--- config.mk ---
export PLATFORM = sky130hd
export DESIGN_NAME = eth_coll_backoff
export DESIGN_NICKNAME = d
export VERILOG_FILES = /design/src/rtl/eth_cb_pkg.sv /design/src/rtl/eth_cb_lfsr.sv /design/src/rtl/eth_cb_window.sv /design/src/rtl/eth_cb_slot_timer.sv /design/src/rtl/eth_coll_backoff.sv
export SDC_FILE = /design/constraint.sdc
export NUM_CORES = 1
export LEC_CHECK = 0
export BUFFER_PORTS_ARGS = -buffer_cell sky130_fd_sc_hd__buf_4
export CORE_MARGIN = 2
export CORE_UTILIZATION = 23
export CTS_CLUSTER_SIZE = 8
export DETAILED_ROUTE_END_ITERATION = 12
export GPL_ROUTABILITY_DRIVEN = 0
export PLACE_DENSITY = 0.37
export SYNTH_ARGS = -nofsm -noshare
export SYNTH_HDL_FRONTEND = slang
export SYNTH_SLANG_ARGS = --single-unit
--- constraint.sdc ---
create_clock -name clk -period 6.3 [get_ports clk]
set_input_delay 0.945 -clock clk [delete_from_list [all_inputs] [get_ports clk]]
set_output_delay 0.945 -clock clk [all_outputs]
set_load 0.01 [all_outputs]
--- src/rtl/eth_cb_pkg.sv ---
package eth_cb_pkg;

   typedef enum logic [2:0] {
      CB_IDLE,
      CB_SEND,
      CB_HOLD,
      CB_JAM,
      CB_WAIT
   } cb_state_e;

endpackage

--- src/rtl/eth_cb_lfsr.sv ---
module eth_cb_lfsr #(
   parameter int                  LFSR_W = 16,
   parameter int                  OUT_W  = 10,
   parameter logic [LFSR_W-1:0]   SEED   = LFSR_W'(1)
) (
   input  logic             clk,
   input  logic             rst_n,
   output logic [OUT_W-1:0] rnd
);

   logic [LFSR_W-1:0] taps;
   logic [LFSR_W-1:0] state_q;

   generate
      if (LFSR_W == 16) begin : g_w16
         assign taps = LFSR_W'(32'h0000_B400);
      end else if (LFSR_W == 24) begin : g_w24
         assign taps = LFSR_W'(32'h00E1_0000);
      end else if (LFSR_W == 32) begin : g_w32
         assign taps = LFSR_W'(32'h8020_0003);
      end else begin : g_bad_w
         $error("eth_cb_lfsr: LFSR_W must be 16, 24 or 32");
      end
      if (OUT_W > LFSR_W) begin : g_bad_out
         $error("eth_cb_lfsr: OUT_W exceeds LFSR_W");
      end
      if (SEED == '0) begin : g_bad_seed
         $error("eth_cb_lfsr: SEED must be nonzero");
      end
   endgenerate

   always_ff @(posedge clk or negedge rst_n) begin
      if (!rst_n)
         state_q <= SEED;
      else if (state_q[0])
         state_q <= (state_q >> 1) ^ taps;
      else
         state_q <= state_q >> 1;
   end

   assign rnd = state_q[OUT_W-1:0];

endmodule

--- src/rtl/eth_cb_window.sv ---
module eth_cb_window #(
   parameter int LATE_BITS = 512
) (
   input  logic clk,
   input  logic rst_n,
   input  logic clear,
   input  logic count_en,
   output logic late
);

   localparam int CNT_W = $clog2(LATE_BITS + 1);

   logic [CNT_W-1:0] cnt_q;

   generate
      if (LATE_BITS < 1) begin : g_bad_late
         $error("eth_cb_window: LATE_BITS must be at least 1");
      end
   endgenerate

   always_ff @(posedge clk or negedge rst_n) begin
      if (!rst_n)
         cnt_q <= '0;
      else if (clear)
         cnt_q <= '0;
      else if (count_en && (cnt_q != CNT_W'(LATE_BITS)))
         cnt_q <= cnt_q + CNT_W'(1);
   end

   assign late = (cnt_q == CNT_W'(LATE_BITS));

endmodule

--- src/rtl/eth_cb_slot_timer.sv ---
module eth_cb_slot_timer #(
   parameter int SLOT_BITS = 512,
   parameter int CAP_W     = 10
) (
   input  logic             clk,
   input  logic             rst_n,
   input  logic             load,
   input  logic [CAP_W-1:0] slots,
   input  logic             run,
   input  logic             bit_en,
   output logic             expired
);

   localparam int SUB_W = $clog2(SLOT_BITS);

   logic [CAP_W-1:0] slots_q;
   logic [SUB_W-1:0] sub_q;

   generate
      if (SLOT_BITS < 2) begin : g_bad_slot
         $error("eth_cb_slot_timer: SLOT_BITS must be at least 2");
      end
   endgenerate

   always_ff @(posedge clk or negedge rst_n) begin
      if (!rst_n) begin
         slots_q <= '0;
         sub_q   <= '0;
      end else if (load) begin
         slots_q <= slots;
         sub_q   <= '0;
      end else if (run && bit_en && (slots_q != '0)) begin
         if (sub_q == SUB_W'(SLOT_BITS - 1)) begin
            sub_q   <= '0;
            slots_q <= slots_q - CAP_W'(1);
         end else begin
            sub_q <= sub_q + SUB_W'(1);
         end
      end
   end

   assign expired = (slots_q == '0);

endmodule

--- src/rtl/eth_coll_backoff.sv ---
module eth_coll_backoff
   import eth_cb_pkg::*;
#(
   parameter int                 JAM_BITS    = 32,
   parameter int                 LATE_BITS   = 512,
   parameter int                 SLOT_BITS   = 512,
   parameter int                 BK_CAP      = 10,
   parameter int                 RETRY_LIMIT = 16,
   parameter int                 LFSR_W      = 16,
   parameter logic [LFSR_W-1:0]  LFSR_SEED   = LFSR_W'(16'hACE1)
) (
   input  logic clk,
   input  logic rst_n,
   input  logic bit_en,
   input  logic tx_active,
   input  logic in_preamble,
   input  logic col_det,
   input  logic new_frame,
   output logic jam_en,
   output logic jam_data,
   output logic retry_req,
   output logic backoff_done,
   output logic abort_late,
   output logic abort_excess,
   output logic late_col
);

   localparam int JAM_W = $clog2(JAM_BITS + 1);
   localparam int ATT_W = $clog2(RETRY_LIMIT + 1);

   generate
      if (JAM_BITS < 2) begin : g_bad_jam
         $error("eth_coll_backoff: JAM_BITS must be at least 2");
      end
      if (RETRY_LIMIT < 1) begin : g_bad_limit
         $error("eth_coll_backoff: RETRY_LIMIT must be at least 1");
      end
      if (BK_CAP < 1 || BK_CAP > LFSR_W) begin : g_bad_cap
         $error("eth_coll_backoff: BK_CAP must lie in 1..LFSR_W");
      end
   endgenerate

   cb_state_e         st_q;
   logic [JAM_W-1:0]  jam_cnt_q;
   logic [ATT_W-1:0]  att_q;
   logic              late_hit_q;
   logic              win_late;
   logic              bo_expired;
   logic [BK_CAP-1:0] rnd;
   logic [BK_CAP-1:0] mask;
   logic              jam_last;
   logic              at_limit;
   logic              bo_load;

   eth_cb_lfsr #(
      .LFSR_W (LFSR_W),
      .OUT_W  (BK_CAP),
      .SEED   (LFSR_SEED)
   ) lfsr_i (
      .clk   (clk),
      .rst_n (rst_n),
      .rnd   (rnd)
   );

   eth_cb_window #(
      .LATE_BITS (LATE_BITS)
   ) window_i (
      .clk      (clk),
      .rst_n    (rst_n),
      .clear    (st_q == CB_IDLE),
      .count_en ((st_q == CB_SEND) && bit_en),
      .late     (win_late)
   );

   eth_cb_slot_timer #(
      .SLOT_BITS (SLOT_BITS),
      .CAP_W     (BK_CAP)
   ) slot_i (
      .clk     (clk),
      .rst_n   (rst_n),
      .load    (bo_load),
      .slots   (rnd & mask),
      .run     (st_q == CB_WAIT),
      .bit_en  (bit_en),
      .expired (bo_expired)
   );

   // Backoff range mask: low min(n, BK_CAP) bits set, n = this collision's number
   always_comb begin
      for (int i = 0; i < BK_CAP; i++)
         mask[i] = (i < int'(att_q) + 1);
   end

   assign jam_en   = (st_q == CB_JAM) || ((st_q == CB_HOLD) && !in_preamble);
   assign jam_data = jam_en;
   assign jam_last = jam_en && bit_en && (jam_cnt_q == JAM_W'(JAM_BITS - 1));
   assign at_limit = (att_q == ATT_W'(RETRY_LIMIT - 1));
   assign bo_load  = jam_last && !late_hit_q && !at_limit;

   always_ff @(posedge clk or negedge rst_n) begin
      if (!rst_n) begin
         st_q         <= CB_IDLE;
         jam_cnt_q    <= '0;
         att_q        <= '0;
         late_hit_q   <= 1'b0;
         late_col     <= 1'b0;
         retry_req    <= 1'b0;
         backoff_done <= 1'b0;
         abort_late   <= 1'b0;
         abort_excess <= 1'b0;
      end else begin
         retry_req    <= 1'b0;
         backoff_done <= 1'b0;
         abort_late   <= 1'b0;
         abort_excess <= 1'b0;
         if (new_frame) begin
            att_q    <= '0;
            late_col <= 1'b0;
         end
         unique case (st_q)
            CB_IDLE: begin
               if (tx_active) st_q <= CB_SEND;
            end
            CB_SEND: begin
               if (!tx_active) begin
                  st_q <= CB_IDLE;
               end else if (col_det) begin
                  late_hit_q <= win_late;
                  jam_cnt_q  <= '0;
                  st_q       <= in_preamble ? CB_HOLD : CB_JAM;
               end
            end
            CB_HOLD, CB_JAM: begin
               if (jam_last) begin
                  if (late_hit_q) begin
                     abort_late <= 1'b1;
                     late_col   <= 1'b1;
                     st_q       <= CB_IDLE;
                  end else if (at_limit) begin
                     abort_excess <= 1'b1;
                     st_q         <= CB_IDLE;
                  end else begin
                     att_q     <= att_q + ATT_W'(1);
                     retry_req <= 1'b1;
                     st_q      <= CB_WAIT;
                  end
               end else begin
                  if (jam_en && bit_en) jam_cnt_q <= jam_cnt_q + JAM_W'(1);
                  if (jam_en) st_q <= CB_JAM;
               end
            end
            CB_WAIT: begin
               if (bo_expired) begin
                  backoff_done <= 1'b1;
                  st_q         <= CB_IDLE;
               end
            end
            default: st_q <= CB_IDLE;
         endcase
      end
   end

endmodule

# Word-level counts from Yosys, hierarchy flattened
# Index checks and enable logic that the tools add are counted.
[totals] reg_bits=65 inputBits=7 out_inout_bits=7 wordCells=119
[op_classes] addsub=6 order_cmp=10 n_eq_ne=17 n_mux=46 bitwise_logic=2 reduce_logical=25
[op_table] cell="less-than comparator 4 x 32 -> 1 bit, first input constant" n=4
[op_table] cell="less-than comparator 3 x 32 -> 1 bit, first input constant" n=2
[op_table] cell="two-way mux 10 bit" n=5
[op_table] cell="less-than comparator 1 x 32 -> 1 bit, first input constant" n=1
[op_table] cell="less-than comparator 2 x 32 -> 1 bit, first input constant" n=1
[op_table] cell="less-than comparator 5 x 32 -> 1 bit, first input constant" n=1
[op_table] cell="two-way mux 9 bit" n=3
[op_table] cell="two-way mux 5 bit" n=5
[op_table] cell="two-way mux 3 bit" n=8
[op_table] cell="two-way mux 6 bit" n=4
[op_table] cell="two-way mux 1 bit" n=18
[op_table] cell="two-way mux 16 bit" n=1
[op_table] cell="inequality test 2 bit, second input constant" n=6
[op_table] cell="one-hot mux 3 bit (4 select lines)" n=1
[op_table] cell="one-hot mux 6 bit (2 select lines)" n=1
[op_table] cell="adder 10 x 1 -> 10 bit, second input constant" n=1
[op_table] cell="bitwise AND 10 bit" n=1
[op_table] cell="== test 10 bit, second input constant" n=1
[op_table] cell="logical NOT 10 bit" n=1
[op_table] cell="inequality test 10 bit, second input constant" n=1
[op_table] cell="nonzero test 10 bit" n=1
[op_table] cell="subtractor 10 x 1 -> 10 bit, second input constant" n=1
[op_table] cell="adder 9 x 1 -> 9 bit, second input constant" n=1
[op_table] cell="== test 9 bit, second input constant" n=1
[op_table] cell="21 further kinds" n=36

# Depth between registers and ports, before layout
# Gate-level depths: netlist (run 1).
[depth] depth_word=9 ltp_mapped=11 depth_no_buf=10

# Modules after synthesis
# From an unflattened synthesis (run 1), not the netlist that was laid out.
[unflattened] hier_cells=351 area_unflattened_um2=3502.1
[by_module_without_submodules] mod="eth_coll_backoff" instances=1 cells_each=136 area_per_inst_um2=1251.2 seq_area_each_um2=500.5
[by_module_without_submodules] mod="eth_cb_slot_timer" instances=1 cells_each=123 area_per_inst_um2=1123.6 seq_area_each_um2=475.5
[by_module_without_submodules] mod="eth_cb_window" instances=1 cells_each=63 area_per_inst_um2=615.6 seq_area_each_um2=250.2
[by_module_without_submodules] mod="eth_cb_lfsr" instances=1 cells_each=29 area_per_inst_um2=511.7 seq_area_each_um2=410.4

# Worst setup path before layout (run 1)
# Ideal clock, no wire load.
[synth_path] path_kind="flip-flop to flip-flop" from="reg slot_i.sub_q[0]" to="reg slot_i.slots_q[9]" setup_time_ns=0.077 arrival_ns=2.288 required_time_ns=6.223 setup_slack_ns=3.935 path_stages_with_launch=12 path_buffers=1 synth_period_minus_slack_ns=2.365 path_cell_list="dfrtp_1 > ha_1 > and3_1 > and3_1 > and3_1 > ha_1 > clkbuf_1 > nand2_1 > nor4_1 > nand4_1 > xor2_1 > a21oi_1"
[synth_between] elab_chain_len=3
[synth_rtl] element="from (decl)" line_no="eth_cb_slot_timer.sv:17" text="logic [SUB_W-1:0] sub_q;"
[synth_rtl] element="from (signal assigned)" line_no="eth_cb_slot_timer.sv:37" text="sub_q <= sub_q + SUB_W'(1);"
[synth_rtl] element="== test 9 bit" line_no="eth_cb_slot_timer.sv:33" text="if (sub_q == SUB_W'(SLOT_BITS - 1)) begin"
[synth_rtl] element="nonzero test 2 bit (no source line)"
[synth_rtl] element="AND reduction 2 bit (no source line)"
[synth_rtl] element="to (signal assigned)" line_no="eth_cb_slot_timer.sv:30" text="slots_q <= slots;"
[synth_rtl] element="to (signal assigned)" line_no="eth_cb_slot_timer.sv:35" text="slots_q <= slots_q - CAP_W'(1);"
[synth_rtl] element="to (decl)" line_no="eth_cb_slot_timer.sv:16" text="logic [CAP_W-1:0] slots_q;"
# Every way passes these cells.
# A chain may end at the register's enable or synchronous reset.

# Worst setup path after layout (run 1)
[layout_path] from="reg slot_i.sub_q[0]" to="reg slot_i.sub_q[6]"
[layout_between] elab_chain_len=4 word_cells_on_any_way=5 classes_between="1 x add/sub; 1 x eq/ne; 3 x mux"
[layout_rtl] element="adder 9 x 1 -> 9 bit / == test 9 bit (equally long branches)" line_no="eth_cb_slot_timer.sv:37, eth_cb_slot_timer.sv:33"
[layout_rtl] element="two-way mux 9 bit *" line_no="eth_cb_slot_timer.sv:33"
[layout_rtl] element="two-way mux 9 bit *" line_no="eth_cb_slot_timer.sv:32" text="end else if (run && bit_en && (slots_q != '0)) begin"
[layout_rtl] element="two-way mux 9 bit *" line_no="eth_cb_slot_timer.sv:29" text="end else if (load) begin"
# Every way passes the cells marked *; elsewhere a longest branch is shown, timed or not. The select of a mux whose other input is x is not followed.

==> results of run 1 <==
[cells in the mapped netlist (3+ instances only)]
cell type  instances
nand2_1           20
dfrtp_1           57
xor2_1            19
dfstp_2            8
nor4_1             6
and3_1            12
a31oi_1            4
nor3_1             5
nand2b_1           4
nand4_1            5
mux2i_1            6
a21oi_1           15
mux2_2             4
clkbuf_1           4
inv_1             14
or3_1              4
or3b_1             3
nor2_1            31
ha_1              11
nand3_1           26
xnor2_1            4
o21ai_0           22
and2_1             3
[worst register-to-register path, stage by stage (launching register included)]
cell     delay [ns]
dfrtp_1        0.40
ha_1           0.22
and3_1         0.20
and3_1         0.20
and3_1         0.19
ha_1           0.31
or3_1          0.53
or3b_1         0.41
a21oi_1        0.14
[worst paths after layout]
| path | startpoint | to | slack [ns] | cells past startpoint |
|---|---|---|---|---|
| setup reg to reg | slot_i.sub_q[0] | slot_i.sub_q[6] | 3.62 | 8 |
| max in group asynchronous | rst_n | slot_i.sub_q[4] | 5.02 | 1 |
| hold / removal | lfsr_i.state_q[12] | lfsr_i.state_q[11] | 0.35 | 0 |
| hold reg to reg | lfsr_i.state_q[12] | lfsr_i.state_q[11] | 0.35 | 0 |
| setup / recovery | slot_i.sub_q[0] | slot_i.sub_q[6] | 3.62 | 8 |
| min in group asynchronous | rst_n | jam_cnt_q[3] | 0.69 | 1 |
[through the flow]
stage	total power, mW	hold slack [ns]	instance area (µm²)
floorplan	0.6046	0.3330	3189
global placement	0.6521	0.3361	3468
detailed placement	0.6535	0.3457	3468
CTS	1.215	0.3561	3796
global route	1.261	0.3656	3796
finish	1.190	0.3536	3796
[power by group]
group          internal [mW]  switching [mW]
Sequential             0.453          0.0412
Clock                  0.350           0.198
Combinational         0.0655          0.0825
Total                  0.869           0.321
[cell families (layout without fill, tap and decap cells)]
| logic type | Yosys count | count (layout) | share of synthesized area |
|---|---|---|---|
| simple gates | 131 | 131 | 0.2158 |
| flops | 65 | 65 | 0.5131 |
| compound gates | 53 | 53 | 0.09926 |
| xor+xnor | 23 | 23 | 0.06316 |
| buf+inv | 23 | 44 | 0.03256 |
| fa+ha+maj | 11 | 11 | 0.04315 |
| mux | 10 | 10 | 0.03295 |
[flip-flops by register name, summed over array words and instances (netlist names), 3 cells and up]
signal	flops
att_q	5
jam_cnt_q	6
lfsr_i.state_q	16
slot_i.slots_q	10
slot_i.sub_q	9
st_q	3
window_i.cnt_q	10
[layout by cell type, fill, tap and decap left out, types with 3 or more instances in the layout]
cell type	instances
a31oi_1	4
clkbuf_16	9
nor3_1	5
or3_1	4
xnor2_1	4
and3_1	12
o21ai_0	22
and2_1	3
mux2_2	4
xor2_1	19
dfstp_2	8
ha_1	11
nand3_1	26
buf_4	14
nor4_1	6
dfrtp_1	57
inv_1	14
nor2_1	31
mux2i_1	6
or3b_1	3
nand2b_1	4
nand2_1	20
nand4_1	5
a21oi_1	15
[layer usage]
metal / GRT usage / up-vias / wire length [µm]
met5: 0 / - / 0
met4: 0.04885 / 0 / 137
met3: 0.02669 / 13 / 170
met2: 0.1711 / 25 / 3250
met1: 0.1366 / 1127 / 3472
li1: - / 1159 / -
[final cells by class]
cell class	instances	area, µm²
Clock buffer	9	225.2
Clock inverter	7	102.6
Fill cell	1467	9923
Inverter	14	52.55
Multi-Input combinational cell	228	1449
Sequential cell	65	1637
Tap cell	180	225.2
Timing Repair Buffer	14	105.1
==> key figures, run 1 <==
Outcome
  • Status: completed

Drt
  • DR vias/cell: 4.495
  • Final antenna-violating net count: 0
  • DR vias: 2324
  • Drt first-iter violations: 140
  • DR pass1 iterations: 4
  • Residual DRC count: 0
  • Routed wire length: 7.031 mm
  • Wire per inst: 13.60 µm

Setup path
  • Kind of critical path: flip-flop to flip-flop
  • Crit path top cell by count: and3_1
  • Worst endpoint required time: 6.55 ns
  • CP delay by family, top: simple AND/OR/NAND/NOR gates
  • Max stage delay on crit path: 0.53 ns
  • Max FO, Critical Path: 11
  • Worst path cell trace: ha_1 -> and3_1 -> and3_1 -> and3_1 -> ha_1 -> or3_1 -> or3b_1 -> a21oi_1
  • Critical-path top delay cell: or3_1
  • Worst path buffer plus inverter count: 0
  • WP data arrival: 2.93 ns
  • CP Capture Type: flip-flop
  • Startpoint types: flip-flop

Die
  • Core Region: 0.01372 mm²
  • Die Y: 121.8 µm
  • Die ar.: 0.01482 mm²
  • Core Rows: 43
  • # IOs: 14
  • Die Wd: 121.8 µm
  • Starting Density: 0.2325

Synthesis
  • Synth top area cells: dfrtp_1, dfstp_2, xor2_1
  • Synth top area share: 0.4472
  • Number of synthesized flops with an enable pin: 0
  • Synth warn: 0
  • Distinct cells, synth: 45
  • Mean Syn Cell Area: 10.09 µm²
  • Sequential fraction of the synthesis area: 0.5131
  • Syn Nets: 334
  • Area leader, netlist: dfrtp_1
  • Main flop type after synthesis: dfrtp_1
  • Cells after synthesis: 316
  • Mapped Area: 0.003189 mm²
  • #FFs+latches synth: 65
  • Ys async rst share: 1.000

Cells and area
  • Post-route non-filler standard cell count: 517
  • Final Util: 0.2767
  • Layout cells sized above 1: 0.1365
  • Final nets: 350
  • N_diodes: 0
  • P&R area growth vs syn: 19.03%

Placed design
  • Post-Place Setup Slack: 3.442 ns
  • DP Wirelength: 4.899 mm
  • Placed instance count: 501
  • PortBufs: 13

GRT
  • GR Util All Layers: 0.1072
  • Vias in the first global route: 2384
  • Largest net degree at the start of global routing: 66
  • GR Overflow Total: 0
  • Initial antenna violation count: 0
  • First-pass GRT wire length: 12.25 mm

Clocking
  • Max clock buf depth: 2
  • CTS clk-pin slew, worst paths: 0.06 ns
  • CTS tree: built
  • Total CTS buffers: 9
  • Post-CTS Setup Bufs: 0
  • # resized after CTS: 0
  • Clock sinks: 65
  • Hold_buf cts: 0
  • H-Tree Depth: 3
  • Clk_lat worst skew: 0.33 ns
  • Root Driver: clkbuf_16

Worst hold path
  • Worst hold path class: flip-flop to flip-flop

STA
  • Unrepaired setup endpoints after global routing: false
  • Min cycle time layout: 2.678 ns
  • Post-route setup slack: 3.622 ns
  • Slew margin rel.: 0.4374
  • Worst-Margin Slew: 0.8440 ns
  • Final hold violation count: 0
  • Slew Viols, Final: 0
  • Period utilisation layout: 0.4251
  • Clock Skew: 0.006464 ns
  • Fmax: 0.3734 GHz
  • Final Setup Violations: 0
  • Setup TNS Final: 0 ns

Power and ir drop
  • Leak pwr: 1.739 nW
  • PwrDens: 313.6 mW/mm²
  • Worst vdd ir: 0.1281 mV

Flow run
  • Max Cap Viol: 0
Power figures use the tool's default switching activity.
==> run 2, diff against run 1 <==
Settings changed: PLACE_DENSITY 0.37 to 0.38.
Clock period 6.3 ns to 2.2 ns, I/O delays scaled along.
==> run 2 against run 1 <==
Die area stayed put. Critical path type unchanged. Via count is 1.8% higher. Clock power grew to 2.6 times the previous value.
==> key figures, run 2 (synthesis results as in run 1) <==
STA
  • Post-route setup slack: 0.01290 ns (-3.609 ns)
  • Slew margin rel.: 0.4397 (+0.002317)
  • Min cycle time layout: 2.187 ns (-0.4912 ns)
  • Fmax: 0.4572 GHz (+22%)
  • Unrepaired setup endpoints after global routing: true
  • Final hold violation count: 0 (unchanged)
  • Final Setup Violations: 0 (unchanged)
  • Fin Hold WS: 0.1013 ns (-0.2523 ns)
  • Clock Skew: 0.004193 ns (-0.002271 ns)
  • Slew Viols, Final: 0 (unchanged)
  • Period utilisation layout: 0.9941 (+0.5690)
  • Worst-Margin Slew: 0.8405 ns (-0.003475 ns)

Cells and area
  • Design Area, Final: 0.003976 mm² (+4.7%)
  • Max reg flops: 16 (unchanged)
  • Most frequent cells in the layout: dfrtp_1, buf_4, nor2_1, nand3_1, o21ai_0
  • Most common cell after layout, fill and taps aside: dfrtp_1
  • Layout cells sized above 1: 0.2135 (+0.07698)
  • P&R area growth vs syn: 24.68%
  • Final Util: 0.2898 (+0.01313)
  • Final nets: 369 (+5.4%)
  • N_diodes: 0 (unchanged)
  • Top reg by flops: lfsr_i.state_q
  • Biggest regs: lfsr_i.state_q (16), slot_i.slots_q (10), window_i.cnt_q (10)

Setup path
  • WP data arrival: 2.45 ns (-0.48 ns)
  • Startpoint types: flip-flop
  • Kind of critical path: flip-flop to flip-flop
  • Flop2flop setup slack: 0.01 ns (-3.61 ns)
  • R2R Path Start: slot_i.sub_q[1]
  • CP Capture Type: flip-flop
  • CP Launch Point: slot_i.sub_q[1]
  • Worst endpoint required time: 2.46 ns (-4.09 ns)
  • Max FO, Critical Path: 5 (-6)

Power and ir drop
  • Switch Pwr: 0.9031 mW (+180%)
  • Worst vdd ir: 0.3305 mV (+160%)
  • Leak pwr: 1.807 nW (+4.0%)
  • Clk network pwr share: 0.425 (-0.035)
  • Logic pwr share: 0.157 (+0.033)
  • Total power: 3.317 mW (+180%)
  • Seq pwr share: 0.418 (+0.003)
  • Cell-internal power: 2.414 mW (+180%)
  • PwrDens: 834.1 mW/mm² (+170%)
  • Sw Share: 0.2723 (+0.002183)

Die
  • # IOs: 14 (unchanged)
  • Die Y: 121.8 µm (unchanged)
  • Starting Density: 0.2325 (unchanged)
  • Core Region: 0.01372 mm² (unchanged)
  • Core Rows: 43 (unchanged)
  • Die ar.: 0.01482 mm² (unchanged)
  • Die Wd: 121.8 µm (unchanged)

Clocking
  • H-Tree Depth: 3 (unchanged)
  • Total CTS buffers: 9 (unchanged)
  • Max clock buf depth: 2 (unchanged)
  • CTS tree: built
  • Clock sinks: 65 (unchanged)
  • Clk_lat worst skew: 0.33 ns (about the same)
  • Hold_buf cts: 0 (unchanged)
  • CTS clk-pin slew, worst paths: 0.06 ns (about the same)
  • Root Driver: clkbuf_16

GRT
  • Grt met1 use: 0.1395 (+0.002872)
  • Initial antenna violation count: 0 (unchanged)
  • First-pass GRT wire length: 12.23 mm (-0.17%)
  • GR Overflow Total: 0 (unchanged)
  • Largest net degree at the start of global routing: 66 (unchanged)
  • Most Crowded Layer GR: met2
  • Vias in the first global route: 2400 (+0.67%)
  • Met2 usage: 0.1652 (-0.005936)
  • GR Util All Layers: 0.1051 (-0.002115)
  • Met3 Use GR: 0.02669 (unchanged)

Outcome
  • Status: completed

Drt
  • DR pass1 iterations: 4 (unchanged)
  • Final antenna-violating net count: 0 (unchanged)
  • DR vias: 2366 (+1.8%)
  • Routed wire length: 7.036 mm (about the same)
  • Residual DRC count: 0 (unchanged)
  • Drt first-iter violations: 95 (-32%)
  • DR vias/cell: 4.414 (-1.8%)
  • Wire per inst: 13.13 µm (-3.5%)

Placed design
  • Cell Area, Placed: 0.003645 mm² (+5.1%)
  • PortBufs: 13 (unchanged)
  • DP Wirelength: 4.956 mm (+1.2%)
  • Post-Place Setup Slack: -0.02943 ns (-3.472 ns)

Worst hold path
  • Worst hold path class: input port to async pin

Flow run
  • Max Cap Viol: 0 (unchanged)
[run 2: changes by cell type in the layout (fill, tap and decap cells not counted), sizes merged]
cell / delta
buf: +19
clkinvlp: +2
bufinv: -1
inv: -2
clkinv: +1
[run 2: critical path, stage by stage, from the launching register on]
cell	delay, ns
dfrtp_1	0.38
ha_2	0.20
and3_4	0.18
and3_4	0.14
and3_4	0.18
ha_4	0.17
or3_4	0.35
or3b_1	0.38
a21oi_2	0.14
[run 2: metal layers]
layer	vias up	wire, µm
met5	-	0
met4	0	111
met3	9	148
met2	22	3243
met1	1150	3532
li1	1185	-
[run 2: final timing paths]
| kind | end | cells past startpoint |
|---|---|---|
| worst max-delay path | slot_i.sub_q[5] | 8 |
| worst min-delay path | window_i.cnt_q[1] | 1 |
| worst max register to register | slot_i.sub_q[5] | 8 |
| worst min register to register | lfsr_i.state_q[11] | 0 |
| max in group asynchronous | retry_req | 1 |
| min in group clk | att_q[2] | 3 |
[run 2: per-stage QoR]
step | setup TNS, ns | instances
after CTS | 0 | 534
after global routing | -0.1654 | 536
after floorplan | 0 | 316
final | 0 | 536
after global placement | -0.001794 | 518
after detailed placement | -0.06065 | 518
[run 2: power groups by stage]
stage          logic (mW)  clock network [mW]  registers (mW)
2_1_floorplan       0.348                   0            1.39
3_3_place_gp        0.511                   0            1.41
3_5_place_dp        0.507                   0            1.41
4_1_cts             0.516                1.46            1.39
5_1_grt             0.607                1.51            1.40
6_report            0.519                1.41            1.39
[run 2: cell type report]
| cell class | instances | area, µm² |
|---|---|---|
| clock buffers | 9 | 225.2 |
| clock inverters | 7 | 71.32 |
| fillers | 1451 | 9743 |
| inverters | 14 | 52.55 |
| repair buffers | 33 | 260.3 |
| multi-input cells | 228 | 1505 |
| well taps | 180 | 225.2 |
| flip-flops and latches | 65 | 1637 |
[run 2: what timing repair did]
action	CTS	global route
gates resized for setup	1	5
setup buffers	0	2
cloned	0	0
endpoints found under the setup margin	4	10
hold endpoints to repair	0	0
pin swaps	0	7
